[config.mk]
export PLATFORM = sky130hd
export DESIGN_NAME = owc_overrun_check
export DESIGN_NICKNAME = d
export VERILOG_FILES = /design/src/rtl/owc_pkg.sv /design/src/rtl/owc_span.sv /design/src/rtl/owc_judge.sv /design/src/rtl/owc_overrun_check.sv
export SDC_FILE = /design/constraint.sdc
export NUM_CORES = 1
export LEC_CHECK = 0
export BUFFER_PORTS_ARGS = -buffer_cell sky130_fd_sc_hd__buf_2
export CAP_MARGIN = 20
export CORE_ASPECT_RATIO = 0.9
export CORE_UTILIZATION = 57
export CTS_BUF_LIST = sky130_fd_sc_hd__clkbuf_16
export CTS_CLUSTER_DIAMETER = 60
export DETAILED_ROUTE_END_ITERATION = 12
export PLACE_DENSITY = 0.87
export RECOVER_POWER = 50
export SLEW_MARGIN = 20
export SYNTH_ARGS = -nofsm -noshare
export SYNTH_HDL_FRONTEND = slang
export SYNTH_SLANG_ARGS = --single-unit
[constraint.sdc]
create_clock -name clk -period 5.1 [get_ports clk]
set_input_delay 1.02 -clock clk [delete_from_list [all_inputs] [get_ports clk]]
set_output_delay 1.02 -clock clk [all_outputs]
set_load 0.02 [all_outputs]
[src/rtl/owc_pkg.sv]
package owc_pkg;

  typedef enum logic [1:0] {
    OPLEN_2  = 2'd0,
    OPLEN_4  = 2'd1,
    OPLEN_8  = 2'd2,
    OPLEN_10 = 2'd3
  } oplen_e;

  localparam int unsigned SPAN_W = 4;

  function automatic logic [SPAN_W-1:0] oplen_span(oplen_e sel);
    case (sel)
      OPLEN_2:  oplen_span = 4'd1;
      OPLEN_4:  oplen_span = 4'd3;
      OPLEN_8:  oplen_span = 4'd7;
      default:  oplen_span = 4'd9;
    endcase
  endfunction

endpackage

[src/rtl/owc_span.sv]
module owc_span #(
  parameter int unsigned ADDR_W  = 32,
  parameter int unsigned SMALL_W = 16
) (
  input  logic [ADDR_W-1:0]  offset,
  input  owc_pkg::oplen_e    len_sel,
  input  logic               big,
  output logic [ADDR_W-1:0]  addr_max,
  output logic [ADDR_W-1:0]  first,
  output logic [ADDR_W-1:0]  last,
  output logic               wraps
);
  localparam int unsigned PAD_W = ADDR_W + 1 - owc_pkg::SPAN_W;

  logic [ADDR_W:0] sum;

  assign addr_max = big ? {ADDR_W{1'b1}}
                        : {{(ADDR_W-SMALL_W){1'b0}}, {SMALL_W{1'b1}}};
  assign first    = offset & addr_max;
  assign sum      = {1'b0, first} + {{PAD_W{1'b0}}, owc_pkg::oplen_span(len_sel)};
  // a masked small-segment start is below 2^SMALL_W, so that bit is the carry
  assign wraps    = big ? sum[ADDR_W] : sum[SMALL_W];
  assign last     = sum[ADDR_W-1:0] & addr_max;

endmodule

[src/rtl/owc_judge.sv]
module owc_judge #(
  parameter int unsigned ADDR_W     = 32,
  parameter int unsigned PAGE_SHIFT = 12
) (
  input  logic [ADDR_W-1:0] first,
  input  logic [ADDR_W-1:0] last,
  input  logic [ADDR_W-1:0] addr_max,
  input  logic              wraps,
  input  logic [ADDR_W-1:0] seg_limit,
  input  logic              expand_down,
  input  logic              prot,
  input  logic [2:0]        pg_present,
  input  logic [2:0]        pg_access,
  output logic              overrun
);
  logic [ADDR_W-1:0] lim;
  logic [ADDR_W-1:0] ends [2];
  logic [1:0]        end_in;
  logic [2:0]        pg_ok;
  logic              ends_ok, seg_gap, page_cross, page_gap;

  assign lim     = seg_limit & addr_max;
  assign ends[0] = first;
  assign ends[1] = last;

  for (genvar e = 0; e < 2; e++) begin : g_end
    assign end_in[e] = expand_down ? (ends[e] > lim) : (ends[e] <= lim);
  end

  assign pg_ok      = pg_present & pg_access;
  assign ends_ok    = &end_in & pg_ok[0] & pg_ok[2];
  // folding through zero leaves an expand-down segment; an expand-up one is
  // left only when its limit stops short of the addressing limit
  assign seg_gap    = wraps & (expand_down | (lim != addr_max));
  assign page_cross = first[ADDR_W-1:PAGE_SHIFT] != last[ADDR_W-1:PAGE_SHIFT];
  assign page_gap   = page_cross & ~pg_ok[1];
  assign overrun    = prot & ends_ok & (seg_gap | page_gap);

endmodule

[src/rtl/owc_overrun_check.sv]
module owc_overrun_check #(
  parameter int unsigned ADDR_W     = 32,
  parameter int unsigned SMALL_W    = 16,
  parameter int unsigned PAGE_SHIFT = 12
) (
  input  logic              clk,
  input  logic              rst_n,
  input  logic              req_valid,
  output logic              req_ready,
  input  logic [ADDR_W-1:0] req_offset,
  input  logic [1:0]        req_len,
  input  logic [ADDR_W-1:0] req_limit,
  input  logic              req_big,
  input  logic              req_expand_down,
  input  logic              req_prot,
  input  logic [2:0]        req_pg_present,
  input  logic [2:0]        req_pg_access,
  output logic              rsp_valid,
  input  logic              rsp_ready,
  output logic [ADDR_W-1:0] rsp_first,
  output logic [ADDR_W-1:0] rsp_last,
  output logic              rsp_wraps,
  output logic              rsp_overrun
);
  logic [ADDR_W-1:0] c_max, c_first, c_last;
  logic              c_wraps, c_overrun, accept;

  owc_span #(.ADDR_W(ADDR_W), .SMALL_W(SMALL_W)) u_span (
    .offset   (req_offset),
    .len_sel  (owc_pkg::oplen_e'(req_len)),
    .big      (req_big),
    .addr_max (c_max),
    .first    (c_first),
    .last     (c_last),
    .wraps    (c_wraps)
  );

  owc_judge #(.ADDR_W(ADDR_W), .PAGE_SHIFT(PAGE_SHIFT)) u_judge (
    .first       (c_first),
    .last        (c_last),
    .addr_max    (c_max),
    .wraps       (c_wraps),
    .seg_limit   (req_limit),
    .expand_down (req_expand_down),
    .prot        (req_prot),
    .pg_present  (req_pg_present),
    .pg_access   (req_pg_access),
    .overrun     (c_overrun)
  );

  assign req_ready = !rsp_valid || rsp_ready;
  assign accept    = req_valid && req_ready;

  always_ff @(posedge clk or negedge rst_n) begin
    if (!rst_n) begin
      rsp_valid   <= 1'b0;
      rsp_first   <= '0;
      rsp_last    <= '0;
      rsp_wraps   <= 1'b0;
      rsp_overrun <= 1'b0;
    end else if (accept) begin
      rsp_valid   <= 1'b1;
      rsp_first   <= c_first;
      rsp_last    <= c_last;
      rsp_wraps   <= c_wraps;
      rsp_overrun <= c_overrun;
    end else if (rsp_ready) begin
      rsp_valid   <= 1'b0;
    end
  end

endmodule

==> results of run 1 <==
-- sequential cells by signal (all words and copies together), names as in the netlist --
| name | flops |
|---|---|
| rsp_first | 32 |
| rsp_wraps | 1 |
| rsp_overrun | 1 |
| rsp_last | 32 |
| rsp_valid | 1 |
-- layer usage --
metal / share of wire / vias up / GRT usage
met5: 0.00082 / - / 0
met4: 0.024 / 2 / 0.1135
met3: 0.073 / 40 / 0.05389
met2: 0.45 / 224 / 0.5057
met1: 0.45 / 2293 / 0.4647
li1: - / 2258 / -
-- final cells by class --
type                            instances  area [sq um]
Sequential cell                        67          1677
Timing Repair Buffer                  152         730.7
Tap cell                              119         148.9
Multi-Input combinational cell        426          3182
Inverter                               34         127.6
Fill cell                             689          2336
Clock inverter                          7         141.4
Clock buffer                            9         225.2
-- worst max-delay path: stages --
cell,delay (ps)
buf_2,90
inv_1,40
ha_1,270
inv_1,90
fa_1,210
nand3_1,120
a211oi_2,390
nand3_2,150
or3_1,420
nor3_1,250
xnor2_1,190
nor2_1,70
ha_1,280
nand4_1,130
nor3_2,300
nand3_1,170
a22oi_1,210
o21ai_0,120
or4_1,420
o211ai_2,70
-- cell usage in the layout, fill, tap and decap left out, types with 2 or more instances in the layout --
| cell | n |
|---|---|
| nand4_1 | 25 |
| clkbuf_1 | 34 |
| xnor2_1 | 19 |
| buf_2 | 113 |
| clkbuf_16 | 9 |
| o211ai_1 | 2 |
| nor3b_1 | 2 |
| a21boi_0 | 2 |
| a221oi_1 | 2 |
| clkinv_4 | 2 |
| xor2_1 | 10 |
| nand2b_1 | 3 |
| dfrtp_1 | 67 |
| or3_1 | 3 |
| o21a_1 | 4 |
| nor2_1 | 29 |
| nand2_1 | 68 |
| nand3_1 | 22 |
| buf_4 | 5 |
| o21ai_0 | 16 |
| o221ai_1 | 4 |
| a21o_1 | 7 |
| and2_1 | 13 |
| nor3_1 | 11 |
| inv_1 | 35 |
| o31ai_1 | 12 |
| or4_1 | 3 |
| a2111oi_0 | 2 |
| ha_1 | 69 |
| a22oi_1 | 2 |
| or4_4 | 2 |
| a21oi_1 | 27 |
| bufinv_16 | 4 |
| mux2_2 | 44 |
| nor4_1 | 4 |
| nor2b_1 | 2 |
-- worst max-delay path by stage --
stage	endpoint	slack, ps	cells past startpoint
6_report	rsp_overrun	330	20
5_1_grt	rsp_overrun	60	20
4_1_cts	rsp_overrun	300	20
3_5_place_dp	rsp_overrun	30	20
3_3_place_gp	rsp_overrun	200	20
2_1_floorplan	rsp_overrun	500	19
-- power by group through the flow --
stage | logic [W] | registers (W) | clock network, W
floorplan | 0.000238 | 0.000739 | 0
global placement | 0.000524 | 0.000644 | 0
detailed placement | 0.000538 | 0.000648 | 0
CTS | 0.000543 | 0.000639 | 0.000779
global route | 0.000583 | 0.000650 | 0.000800
finish | 0.000536 | 0.000641 | 0.000772
-- metrics by stage --
step	hold slack [ps]	instance area, sq um	utilization
4_1_cts	472.9	6272	0.7320
3_5_place_dp	460.3	5906	0.6893
2_1_floorplan	588.7	5042	-
6_report	468.3	6232	0.7274
3_3_place_gp	459.2	5906	0.6893
5_1_grt	508.5	6232	0.7274
-- kinds of logic (layout without fill, tap and decap cells) --
group / after synthesis / in the layout / synth area share
adder cells (fa/ha/maj): 70 / 70 / 0.1752
XOR/XNOR: 29 / 29 / 0.05037
multiplexers: 44 / 44 / 0.09826
AND/OR/NAND/NOR: 197 / 197 / 0.1945
buffers and inverters: 51 / 202 / 0.03796
AO/OA/AOI/OAI: 86 / 86 / 0.1112
flip-flops: 67 / 67 / 0.3325
==> impl_metrics.json, run 1 <==
{
  "synth_common_cells": "ha_1, nand2_1, dfrtp_1",
  "maxSlewViolCount": 68,
  "rsz0062_at_grt": "no",
  "maxCapViolations": 1,
  "cts_buffers": 9,
  "setup_tns_ps": 0,
  "initial_utilization": 0.5885,
  "ys_seq_elements": 67,
  "io_pins": 147,
  "antenna_found_initial": 1,
  "drc": 0,
  "grt_pass1_wl_mm": 23.26,
  "dpl.hpwl_mm": 11.47,
  "synth_ff_type": "dfrtp_1",
  "critical_path.startpoint": "req_len[0]",
  "rr_worst_depth": 7,
  "slew_headroom": -1.369,
  "grtUsageTotal": 0.3285,
  "synthToLayoutAreaGrowth_pct": 23.60,
  "path_clk_slew_ps": 60,
  "ant_nets": 0,
  "die_area_sq_um": 9227,
  "status": "complete, but fails checks",
  "routed_wl_mm": 14.68,
  "grt_max_degree": 85,
  "p_total_w": 0.001948,
  "ir_drop_uv": 218.8,
  "async_reset_ff_frac": 1.000,
  "synth_largest_area_cell": "dfrtp_1",
  "r2r_start": "rsp_valid",
  "synth.area.top_cells": "dfrtp_1, ha_1, mux2_2",
  "synth_top_area_frac": 0.3325,
  "synth_edf_count": 0,
  "clkSinkCount": 67,
  "grt_overflow": 0,
  "syn_inst": 544,
  "placed_cells_incl_taps": 798,
  "tritoncts": "done",
  "max_freq_ghz": 0.2096,
  "wl_per_cell_um": 18.03,
  "htree_levels": 3,
  "die-width_um": 101.1,
  "finalClockSkew_ps": 7.400,
  "min-delay-start": "rsp_last[27]",
  "arrival_ps": 5030,
  "drive_above_1_share": 0.2719,
  "clockPowerShare": 0.396,
  "synth_nets": 693,
  "timing.final.ws_setup_ps": 328.4,
  "timing.final.crit_share": 0.9356,
  "post_drt_via_cell_ratio": 5.918,
  "finalHoldViolCount": 0,
  "diodes": 0,
  "p_seq_frac": 0.329,
  "gp_congestion": 0.9927,
  "num_rows": 32,
  "drt_iter0_markers": 358,
  "whs_path_depth": 2,
  "setup_viol": 0,
  "cts_hold_buf": 0,
  "r2r-end": "rsp_overrun",
  "yosys_warnings": 0,
  "swShare": 0.3158,
  "core_region_area_sq_um": 8568,
  "p_per_area_nw_per_um2": 312.6,
  "die_h_um": 91.23,
  "clk_latency_ps": 330,
  "period_minus_slack_ps": 4772,
  "io_buffers": 146,
  "p_leak_nw": 3.002,
  "yosysUniqueCellTypes": 47,
  "worstSetupEndpointType": "flop",
  "internal_power_w": 0.001333,
  "dr.pass1.iters": 5,
  "yosysSeqAreaShare": 0.3325,
  "critPathMaxFanout": 3,
  "hold_class": "reg2reg",
  "syn-cell-area_sq_um": 5042,
  "violations": "capacitance limit, slew limit",
  "post_cts_buffers": 0,
  "cts_resized": 0,
  "r2r_slack_ps": 3140,
  "cts_buffer_depth": 2,
  "num_vias": 4817,
  "place_ws_ps": 29.62,
  "cts_root_buf": "clkbuf_16",
  "grt_pass1_vias": 4660,
  "final_nets": 839,
  "avgSynthCellArea_sq_um": 9.269,
  "worstMarginPinSlew_ps": 3553,
  "critPathLaunchType": "input pin",
  "min_to": "rsp_last[27]",
  "p_switching_w": 0.0006153,
  "fin_cells": 814,
  "combPwrFrac": 0.275,
  "crit_type": "in2reg",
  "critPathRequiredTime_ps": 5360
}
Note: power is estimated with default switching activity, not from simulation.
==> inputs of run 2 (changes only) <==
--- a/config.mk
+++ b/config.mk
@@ -5,15 +5,18 @@
 export SDC_FILE = /design/constraint.sdc
 export NUM_CORES = 1
 export LEC_CHECK = 0
+export ABC_AREA = 1
 export BUFFER_PORTS_ARGS = -buffer_cell sky130_fd_sc_hd__buf_2
 export CAP_MARGIN = 20
 export CORE_ASPECT_RATIO = 0.9
-export CORE_UTILIZATION = 57
+export CORE_UTILIZATION = 58
 export CTS_BUF_LIST = sky130_fd_sc_hd__clkbuf_16
 export CTS_CLUSTER_DIAMETER = 60
+export CTS_CLUSTER_SIZE = 10
 export DETAILED_ROUTE_END_ITERATION = 12
 export PLACE_DENSITY = 0.87
 export RECOVER_POWER = 50
+export SETUP_SLACK_MARGIN = 0.4
 export SLEW_MARGIN = 20
 export SYNTH_ARGS = -nofsm -noshare
 export SYNTH_HDL_FRONTEND = slang
==> impl_metrics.json, run 2 <==
{
  "post_drt_via_cell_ratio": 5.457,
  "drive_above_1_share": 0.1810,
  "syn-cell-area_sq_um": 5355,
  "dpl.hpwl_mm": 12.08,
  "setup_tns_ps": 0,
  "synthToLayoutAreaGrowth_pct": 20.68,
  "critical_path.startpoint": "req_len[0]",
  "drt_iter0_markers": 452,
  "io_buffers": 146,
  "slew_headroom": -0.4475,
  "hold_class": "reg2reg",
  "min-delay-start": "rsp_last[20]",
  "num_rows": 32,
  "clkSinkCount": 67,
  "crit_type": "in2reg",
  "period_minus_slack_ps": 3980,
  "gp_congestion": 0.9763,
  "seq_area_sq_um": 1677,
  "diodes": 0,
  "layout_commonest_cell": "nand2_1",
  "antenna_found_initial": 0,
  "tritoncts": "done",
  "maxCapViolations": 1,
  "fillers": 698,
  "arrival_ps": 4210,
  "worstMarginPinSlew_ps": 2171,
  "p_leak_nw": 3.687,
  "cts_resized": 0,
  "avgSynthCellArea_sq_um": 7.056,
  "drc": 0,
  "grtUsageTotal": 0.3392,
  "r2r_start": "rsp_valid",
  "grt_pass1_wl_mm": 24.74,
  "timing.final.crit_share": 0.7805,
  "max_freq_ghz": 0.2512,
  "io_pins": 147,
  "cts_root_buf": "clkbuf_16",
  "place_ws_ps": 858.3,
  "dpl_cell_area_sq_um": 6182,
  "path_clk_slew_ps": 70,
  "num_vias": 5593,
  "grt_max_degree": 77,
  "syn_inst": 759,
  "synth_common_cells": "nand2_1, inv_1, ha_1",
  "critPathLaunchType": "input pin",
  "p_total_w": 0.001866,
  "async_reset_ff_frac": 1.000,
  "rr_worst_depth": 5,
  "reg_top3": "rsp_first x32, rsp_last x32",
  "synth_ff_type": "dfrtp_1",
  "status": "complete, but fails checks",
  "grt_overflow": 0,
  "fin_cells": 1025,
  "synth_top_area_frac": 0.3131,
  "critPathRequiredTime_ps": 5330,
  "grt_pass1_vias": 5285,
  "p_per_area_nw_per_um2": 288.7,
  "cts_buffer_depth": 2,
  "cts_buffers": 9,
  "clk_latency_ps": 340,
  "dr.pass1.iters": 7,
  "yosys_warnings": 0,
  "die_area_sq_um": 9622,
  "r2r_slack_ps": 2310,
  "worstSetupEndpointType": "flop",
  "most-common-layout-cells": "nand2_1, buf_2, inv_1",
  "timing.final.ws_setup_ps": 1120,
  "yosysMostFrequentCell": "nand2_1",
  "synth_nets": 908,
  "violations": "capacitance limit, slew limit",
  "synth.area.top_cells": "dfrtp_1, nand2_1, ha_1",
  "placed_cells_incl_taps": 1009,
  "ir_drop_uv": 198.1,
  "final_area_sq_um": 6462,
  "post_cts_buffers": 0,
  "yosysUniqueCellTypes": 36,
  "critPathMaxFanout": 5,
  "htree_levels": 3,
  "die-width_um": 103.3,
  "routed_wl_mm": 15.30,
  "finalHoldViolCount": 0,
  "yosysSeqAreaShare": 0.3131,
  "rsz0062_at_grt": "no",
  "cts_hold_buf": 0,
  "synth_largest_area_cell": "dfrtp_1",
  "ant_nets": 0,
  "finalClockSkew_ps": 9.275,
  "multi_input_area_sq_um": 3213,
  "wl_per_cell_um": 14.92,
  "synth_edf_count": 0,
  "final_nets": 1050,
  "core_region_area_sq_um": 8768,
  "maxSlewViolCount": 44,
  "ys_seq_elements": 67,
  "setup_viol": 0,
  "crit_path_end": "rsp_overrun",
  "r2r-end": "rsp_wraps",
  "die_h_um": 93.16,
  "initial_utilization": 0.6107
}
[run 2: cell count changes in the layout (fill, tap and decap cells not counted), moves of 8 or more]
cell	delta
inv_1	+61
mux2_2	-44
o31ai_1	-12
nor2_1	+8
xnor2_1	-17
and2_1	-13
nand2_1	+198
o21ai_0	+36
[run 2: layout make-up]
cell class / instances / area share
sequential: 67 / 0.2594
inverter: 104 / 0.06041
clock buffer: 9 / 0.03485
multi-input combinational: 571 / 0.4972
timing repair buffer: 148 / 0.1094
tap: 119 / 0.02304
clock inverter: 7 / 0.01568
[run 2: metal layers]
metal / part of all wire / GRT usage / up-vias
met4: 0.026 / 0.1209 / 0
met2: 0.44 / 0.5233 / 287
met3: 0.093 / 0.07324 / 44
met1: 0.44 / 0.4661 / 2538
li1: - / - / 2724
met5: 0 / 0 / -
[run 2: per-stage QoR]
step / hold slack, ps / util
6_report: 481.3 / 0.7370
5_1_grt: 499.3 / 0.7370
4_1_cts: 483.0 / 0.7423
3_5_place_dp: 463.8 / 0.7051
3_3_place_gp: 458.9 / 0.7051
2_1_floorplan: 591.2 / -
[run 2: cell families after synthesis]
logic type      Yosys count  share of synthesized area
compound gates           98                    0.09696
buf+inv                 121                    0.08692
simple gates            384                     0.3070
xor+xnor                 19                    0.03107
fa+ha+maj                70                     0.1650
flops                    67                     0.3131
[run 2: worst min path at each step]
stage / end / slack [ps] / cells after the start
finish: rsp_last[20] / 480 / 2
global route: rsp_first[3] / 500 / 2
CTS: rsp_first[14] / 480 / 2
detailed placement: rsp_first[9] / 460 / 2
global placement: rsp_first[5] / 460 / 2
floorplan: rsp_first[1] / 590 / 2
[run 2: report_power, final]
part	switching (W)	internal, W	total, W
combinational	0.000354	0.000174	0.000528
clock	0.000268	0.000433	0.000701
sequential	0.0000373	0.000599	0.000637
[run 2: worst max-delay path, stage by stage]
cell,delay (ps)
buf_2,90
inv_1,40
ha_1,280
inv_1,100
fa_1,220
nand2_1,70
nand3_1,90
o21ai_2,120
or2_1,300
or3_1,340
xor2_1,280
inv_1,80
ha_1,280
nand2_1,60
nor2_1,140
nand4_1,90
nor2_1,150
nand4_1,130
nand3_1,130
nand2_1,80
nand4_1,70
nand2_1,50
